<file path="src/rtl/tmr_pkg.sv">
package tmr_pkg;
    typedef enum logic [1:0] {
        SRC_FAST = 2'd0,
        SRC_DIV  = 2'd1,
        SRC_EXT  = 2'd2
    } src_e;

    typedef enum logic {
        ST_HALT = 1'b0,
        ST_RUN  = 1'b1
    } run_st_e;

    typedef struct packed {
        logic clkout_en;
        src_e src;
    } tmr_ctrl_t;

    function automatic tmr_ctrl_t decode_ctrl(input logic [2:0] w);
        tmr_ctrl_t c;
        c.clkout_en = w[0];
        if (w[1])      c.src = SRC_EXT;
        else if (w[2]) c.src = SRC_FAST;
        else           c.src = SRC_DIV;
        return c;
    endfunction
endpackage

</file>
<file path="src/rtl/tmr_prescaler.sv">
module tmr_prescaler #(
    parameter int DIV = 12
) (
    input  logic clk,
    input  logic rst_n,
    input  logic run_en,
    output logic tick
);
    localparam int PW = (DIV > 1) ? $clog2(DIV) : 1;
    localparam logic [PW-1:0] LAST = PW'(DIV - 1);

    logic [PW-1:0] phase_q;

    always_ff @(posedge clk or negedge rst_n) begin
        if (!rst_n)              phase_q <= '0;
        else if (!run_en)        phase_q <= '0;
        else if (phase_q == LAST) phase_q <= '0;
        else                     phase_q <= phase_q + 1'b1;
    end

    assign tick = run_en && (phase_q == LAST);

    generate
        if (DIV > 1) begin : g_gap_chk
            // the divided tick is a single-cycle pulse
            p_tick_gap_r3: assert property (@(posedge clk) disable iff (!rst_n)
                tick |=> !tick);
        end
    endgenerate

    // the phase is cleared while the run enable is low
    p_phase_restart_r9: assert property (@(posedge clk) disable iff (!rst_n)
        !run_en |=> (phase_q == '0));
endmodule

</file>
<file path="src/rtl/tmr_pin_sync.sv">
module tmr_pin_sync #(
    parameter int STAGES = 2
) (
    input  logic clk,
    input  logic rst_n,
    input  logic pin,
    output logic fall
);
    localparam int SW = (STAGES < 2) ? 2 : STAGES;

    logic [SW-1:0] sync_q;
    logic          prev_q;

    always_ff @(posedge clk or negedge rst_n) begin
        if (!rst_n) begin
            sync_q <= '0;
            prev_q <= 1'b0;
        end else begin
            sync_q <= {sync_q[SW-2:0], pin};
            prev_q <= sync_q[SW-1];
        end
    end

    assign fall = prev_q && !sync_q[SW-1];

    // at most one count per detected edge
    p_single_edge_r4: assert property (@(posedge clk) disable iff (!rst_n)
        fall |=> !fall);
endmodule

</file>
<file path="src/rtl/tmr_core.sv">
module tmr_core
    import tmr_pkg::*;
#(
    parameter int W = 8
) (
    input  logic         clk,
    input  logic         rst_n,
    input  logic         run_en,
    input  logic         tick,
    input  logic         clkout_en,
    input  logic [W-1:0] reload,
    output logic         ovf_pulse,
    output logic         clk_out
);
    run_st_e      st_q, st_d;
    logic [W-1:0] cnt_q;
    logic         adv;

    always_comb begin
        st_d = st_q;
        unique case (st_q)
            ST_HALT: if (run_en)  st_d = ST_RUN;
            ST_RUN:  if (!run_en) st_d = ST_HALT;
            default: st_d = ST_HALT;
        endcase
    end

    always_ff @(posedge clk or negedge rst_n) begin
        if (!rst_n) st_q <= ST_HALT;
        else        st_q <= st_d;
    end

    assign adv       = (st_q == ST_RUN) && run_en && tick;
    assign ovf_pulse = adv && (cnt_q == '1);

    always_ff @(posedge clk or negedge rst_n) begin
        if (!rst_n) begin
            cnt_q   <= '0;
            clk_out <= 1'b0;
        end else begin
            if (ovf_pulse)  cnt_q <= reload;
            else if (adv)   cnt_q <= cnt_q + 1'b1;
            if (!clkout_en) clk_out <= 1'b0;
            else if (ovf_pulse) clk_out <= !clk_out;
        end
    end

    // an overflow loads the reload byte held at that edge
    p_reload_load_r6: assert property (@(posedge clk) disable iff (!rst_n)
        ovf_pulse |=> (cnt_q == $past(reload)));
    // disabled clock-out is held low
    p_clkout_low_r7: assert property (@(posedge clk) disable iff (!rst_n)
        !clkout_en |=> !clk_out);
    // no count movement while halted
    p_halt_hold_r9: assert property (@(posedge clk) disable iff (!rst_n)
        !run_en |=> $stable(cnt_q));
    // an all-ones reload overflows on the very next advance
    p_top_reload_r5: assert property (@(posedge clk) disable iff (!rst_n)
        (adv && cnt_q == '1 && reload == '1) |=> (cnt_q == '1));
endmodule

</file>
<file path="src/rtl/reload_clkout_timer.sv">
module reload_clkout_timer
    import tmr_pkg::*;
#(
    parameter int COUNT_W     = 8,
    parameter int PRESCALE    = 12,
    parameter int SYNC_STAGES = 2
) (
    input  logic               clk,
    input  logic               rst_n,
    input  logic               reload_we,
    input  logic [COUNT_W-1:0] reload_wdata,
    input  logic               ctrl_we,
    input  logic [2:0]         ctrl_wdata,
    input  logic               run_en,
    input  logic               ext_cnt_in,
    input  logic               ovf_clr,
    output logic               ovf_flag,
    output logic               clk_out
);
    logic [COUNT_W-1:0] reload_q;
    tmr_ctrl_t          ctrl_q;
    logic               pre_tick, ext_fall, src_tick, ovf_pulse;

    always_ff @(posedge clk or negedge rst_n) begin
        if (!rst_n) begin
            reload_q <= '0;
            ctrl_q   <= '{clkout_en: 1'b0, src: SRC_DIV};
        end else begin
            if (reload_we) reload_q <= reload_wdata;
            if (ctrl_we)   ctrl_q   <= decode_ctrl(ctrl_wdata);
        end
    end

    tmr_prescaler #(.DIV(PRESCALE)) u_pre (
        .clk(clk), .rst_n(rst_n), .run_en(run_en), .tick(pre_tick)
    );

    tmr_pin_sync #(.STAGES(SYNC_STAGES)) u_sync (
        .clk(clk), .rst_n(rst_n), .pin(ext_cnt_in), .fall(ext_fall)
    );

    always_comb begin
        unique case (ctrl_q.src)
            SRC_FAST: src_tick = 1'b1;
            SRC_EXT:  src_tick = ext_fall;
            default:  src_tick = pre_tick;
        endcase
    end

    tmr_core #(.W(COUNT_W)) u_core (
        .clk(clk), .rst_n(rst_n), .run_en(run_en), .tick(src_tick),
        .clkout_en(ctrl_q.clkout_en), .reload(reload_q),
        .ovf_pulse(ovf_pulse), .clk_out(clk_out)
    );

    always_ff @(posedge clk or negedge rst_n) begin
        if (!rst_n)         ovf_flag <= 1'b0;
        else if (ovf_pulse) ovf_flag <= 1'b1;
        else if (ovf_clr)   ovf_flag <= 1'b0;
    end

    // every overflow leaves the flag set, even against a clear
    p_flag_set_r8: assert property (@(posedge clk) disable iff (!rst_n)
        ovf_pulse |=> ovf_flag);
    // a clear without an overflow drops the flag
    p_flag_clear_r8: assert property (@(posedge clk) disable iff (!rst_n)
        (ovf_clr && !ovf_pulse) |=> !ovf_flag);
    // clk_out only moves on an overflow or a disable
    p_toggle_cause_r2: assert property (@(posedge clk) disable iff (!rst_n)
        (!ovf_pulse && ctrl_q.clkout_en) |=> $stable(clk_out));
endmodule

</file>
<file path="config.mk">
export PLATFORM = sky130hd
export DESIGN_NAME = reload_clkout_timer
export DESIGN_NICKNAME = d
export VERILOG_FILES = /design/src/rtl/tmr_pkg.sv /design/src/rtl/tmr_prescaler.sv /design/src/rtl/tmr_pin_sync.sv /design/src/rtl/tmr_core.sv /design/src/rtl/reload_clkout_timer.sv
export SDC_FILE = /design/constraint.sdc
export NUM_CORES = 1
export LEC_CHECK = 0
export ABC_CLOCK_PERIOD_IN_PS = 3900
export BUFFER_PORTS_ARGS = -buffer_cell sky130_fd_sc_hd__buf_2
export CAP_MARGIN = 20
export CORE_MARGIN = 1
export CORE_UTILIZATION = 45
export CTS_BUF_LIST = sky130_fd_sc_hd__clkbuf_4
export DETAILED_ROUTE_END_ITERATION = 8
export PLACE_DENSITY_LB_ADDON = 0.25
export REMOVE_ABC_BUFFERS = 1
export SLEW_MARGIN = 40
export SYNTH_ARGS = -nofsm -noshare
export SYNTH_HDL_FRONTEND = slang
export SYNTH_SLANG_ARGS = --single-unit
export TNS_END_PERCENT = 50
</file>
<file path="constraint.sdc">
create_clock -name clk -period 3.9 [get_ports clk]
set_clock_uncertainty 0.2 [all_clocks]
set_input_delay 0.39 -clock clk [delete_from_list [all_inputs] [get_ports clk]]
set_output_delay 0.39 -clock clk [all_outputs]
set_load 0.005 [all_outputs]
</file>
==> qor.csv <==
stage,metric,value,unit
run_status,status,"finished, final reports clean",
setup_path,worstSetupPathType,reg -> reg,
logic_synthesis,ys_types,34,
placed_design,dp_hpwl,1530,µm
logic_synthesis,synthCells,102,
sta,setup_tns,0,ps
sta,fmax,0.463,GHz
route,drc,0,
route,drt-total-wl,2120,µm
logic_synthesis,syn_area,1310,µm²
power,irDropWorstVdd,0.386,mV
logic_synthesis,ys_seq_elements,29,
die,die-area,3120,µm²
grt,grt_max_degree,30,
sta,setup_violations,0,
sta,slew_headroom,0.567,
clock_tree,ctsHoldBuffers,2,
logic_synthesis,yosys_warnings,0,
die,die_h,55.9,µm
route,routed_via_density,5.30,
route,dr.pass1.iters,2,
worst_hold_path,hold_depth,1,
cells_and_area,regArea,727,µm²
setup_path,worstPathMaxFanout,17,
die,fp.dieW,55.9,µm
cells_and_area,fin_nets,147,
clock_tree,root_buffer,clkbuf_4,
die,ios,20,
clock_tree,clkSinkCount,29,
sta,worstMarginPinSlew,650,ps
placed_design,gp_congestion,0.788,
clock_tree,tritoncts,built,
route,ant_nets,0,
clock_tree,ctsLongestPathBuffers,2,
setup_path,crit_arrival,2180,ps
clock_tree,cts_resized,0,
sta,period_share,0.553,
cells_and_area,design_area,1540,µm²
sta,layout_setup_ws,1740,ps
setup_path,crit_path_end_kind,flip-flop,
cells_and_area,fill_cells,245,
clock_tree,cts_htree_levels,2,
sta,fin_crit,2160,ps
cells_and_area,final_cells,159,
route,drt_iter0_drc,11,
setup_path,startpoint_type,flip-flop,
die,start_util,0.473,
grt,grt-ovfl-total,0,
logic_synthesis,yosysSeqAreaShare,0.557,
cells_and_area,drive_gt1_frac,0.359,
placed_design,dp.cells,149,
power,cellPowerDensity,524,nW/µm²
cells_and_area,areaGrowthSynthToFinish,18.1,%
flow_run,drv_cap,0,
worst_hold_path,holdCritPathClass,in -> reg,
power,p_leak,0.000763,µW
sta,drv_slew,0,
setup_path,critPathRequiredTime,3920,ps
route,wl_per_cell,13.4,µm
grt,grt_pass1_vias,848,
die,fp-row-count,19,
grt,grt_util_all_layers,0.162,
placed_design,portBuffers,19,
clock_tree,clk_latency,330,ps
sta,hold_viol,0,
cells_and_area,multiInputGateArea,543,µm²
grt,grt_pass1_wl,3790,µm
die,core,2760,µm²
cells_and_area,final_util,0.559,
placed_design,place_area,1420,µm²
route,vias,843,
placed_design,pre_cts_ws,1740,ps
clock_tree,clk_pin_slew,100,ps
cells_and_area,n_antenna_cell,0,
setup_path,reg2reg_depth,5,
clock_tree,post-cts-setup-buffers,0,
grt,antenna_found_initial,0,
clock_tree,cts_buffers,5,
sta,grt_setup_unrepaired,false,
logic_synthesis,synth_area_per_cell,12.8,µm²
==> cells in the mapped netlist (all sizes together) <==
cell type / count / area, µm²
dfrtp: 28 / 701
nand4b: 1 / 8.76
nand2b: 1 / 6.26
a221oi: 1 / 26.3
o21ai: 3 / 15.0
a21o: 1 / 7.51
a21oi: 5 / 25.0
nand3: 1 / 5.00
buf: 2 / 16.3
nor2: 3 / 11.3
nor3b: 2 / 15.0
ha: 2 / 25.0
xnor2: 1 / 8.76
nand3b: 1 / 20.0
a311o: 1 / 10.0
nand4: 2 / 18.8
inv: 4 / 15.0
nand2: 6 / 22.5
and2: 2 / 13.8
a22o: 4 / 35.0
clkbuf: 1 / 3.75
dfstp: 1 / 26.3
mux2: 12 / 139
nor2b: 6 / 40.0
and3: 5 / 32.5
mux2i: 4 / 40.0
a41oi: 2 / 17.5
==> routing by layer <==
metal | track usage | routed length, µm | up-vias
met5 | 0 | 0 | -
met4 | 0.0592 | 34 | 0
met3 | 0.0721 | 100 | 5
met2 | 0.244 | 988 | 16
met1 | 0.206 | 999 | 405
li1 | - | - | 417
==> per-stage QoR <==
stage / total power [µW] / hold slack, ps
6_report: 808 / 26.1
5_1_grt: 857 / 13.7
4_1_cts: 820 / 8.90
3_5_place_dp: 508 / 165
3_3_place_gp: 502 / 131
2_1_floorplan: 468 / -106
==> critical path, cell delays in order, from the launching register on <==
cell and delay [ps]:
dfrtp_1 390, ha_1 280, nand3b_4 100, a221oi_4 580, nand4_2 180, mux2_4 320
==> power breakdown <==
part	switching, µW	internal (µW)
clock	106	198
sequential	34.9	341
combinational	60.2	66.6
total	201	606
==> final timing paths <==
path	from	to	slack (ps)
max reg2reg	u_pre.phase_q[0]	u_core.cnt_q[6]	1740
min in group asynchronous	rst_n	reload_q[3]	410
min reg2reg	u_sync.sync_q[0]	u_sync.sync_q[1]	170
max in group asynchronous	rst_n	u_sync.sync_q[0]	2680
max	u_pre.phase_q[0]	u_core.cnt_q[6]	1740
min	run_en	u_core.st_q	30
==> state kept, by name, indices dropped and copies added, names as in the netlist <==
| register | count |
|---|---|
| reload_q | 8 |
| u_core.cnt_q | 8 |
| u_pre.phase_q | 4 |
| ctrl_q | 3 |
| u_sync.sync_q | 2 |
| ovf_flag | 1 |
| u_core.clk_out | 1 |
| u_core.st_q | 1 |
| u_sync.prev_q | 1 |
==> logic make-up after synthesis <==
kind of cell / share of synthesized area
multiplexers: 0.137
AND/OR/NAND/NOR: 0.149
flip-flops: 0.557
adder cells (fa/ha/maj): 0.0192
XOR/XNOR: 0.00671
buffers and inverters: 0.0268
AO/OA/AOI/OAI: 0.105
==> area by class of cell <==
type,count,share of cell area
clock buffers,5,0.0244
clock inverters,3,0.0422
inverters,4,0.00974
multi-input cells,66,0.352
flip-flops and latches,29,0.472
well taps,31,0.0252
repair buffers,21,0.0747
==> cell usage in the layout (no fill, tap or decap), drive strengths merged, types with 2 or more instances in the layout <==
cell and count:
a21oi 5, a22o 4, a41oi 2, and2 2, and3 5, buf 19, bufinv 2, clkbuf 5
dfrtp 28, dlygate4sd3 2, ha 2, inv 4, mux2 12, mux2i 4, nand2 6, nand4 2
nor2 3, nor2b 6, nor3b 2, o21ai 3
No activity file was read; power rests on OpenSTA's default activity.
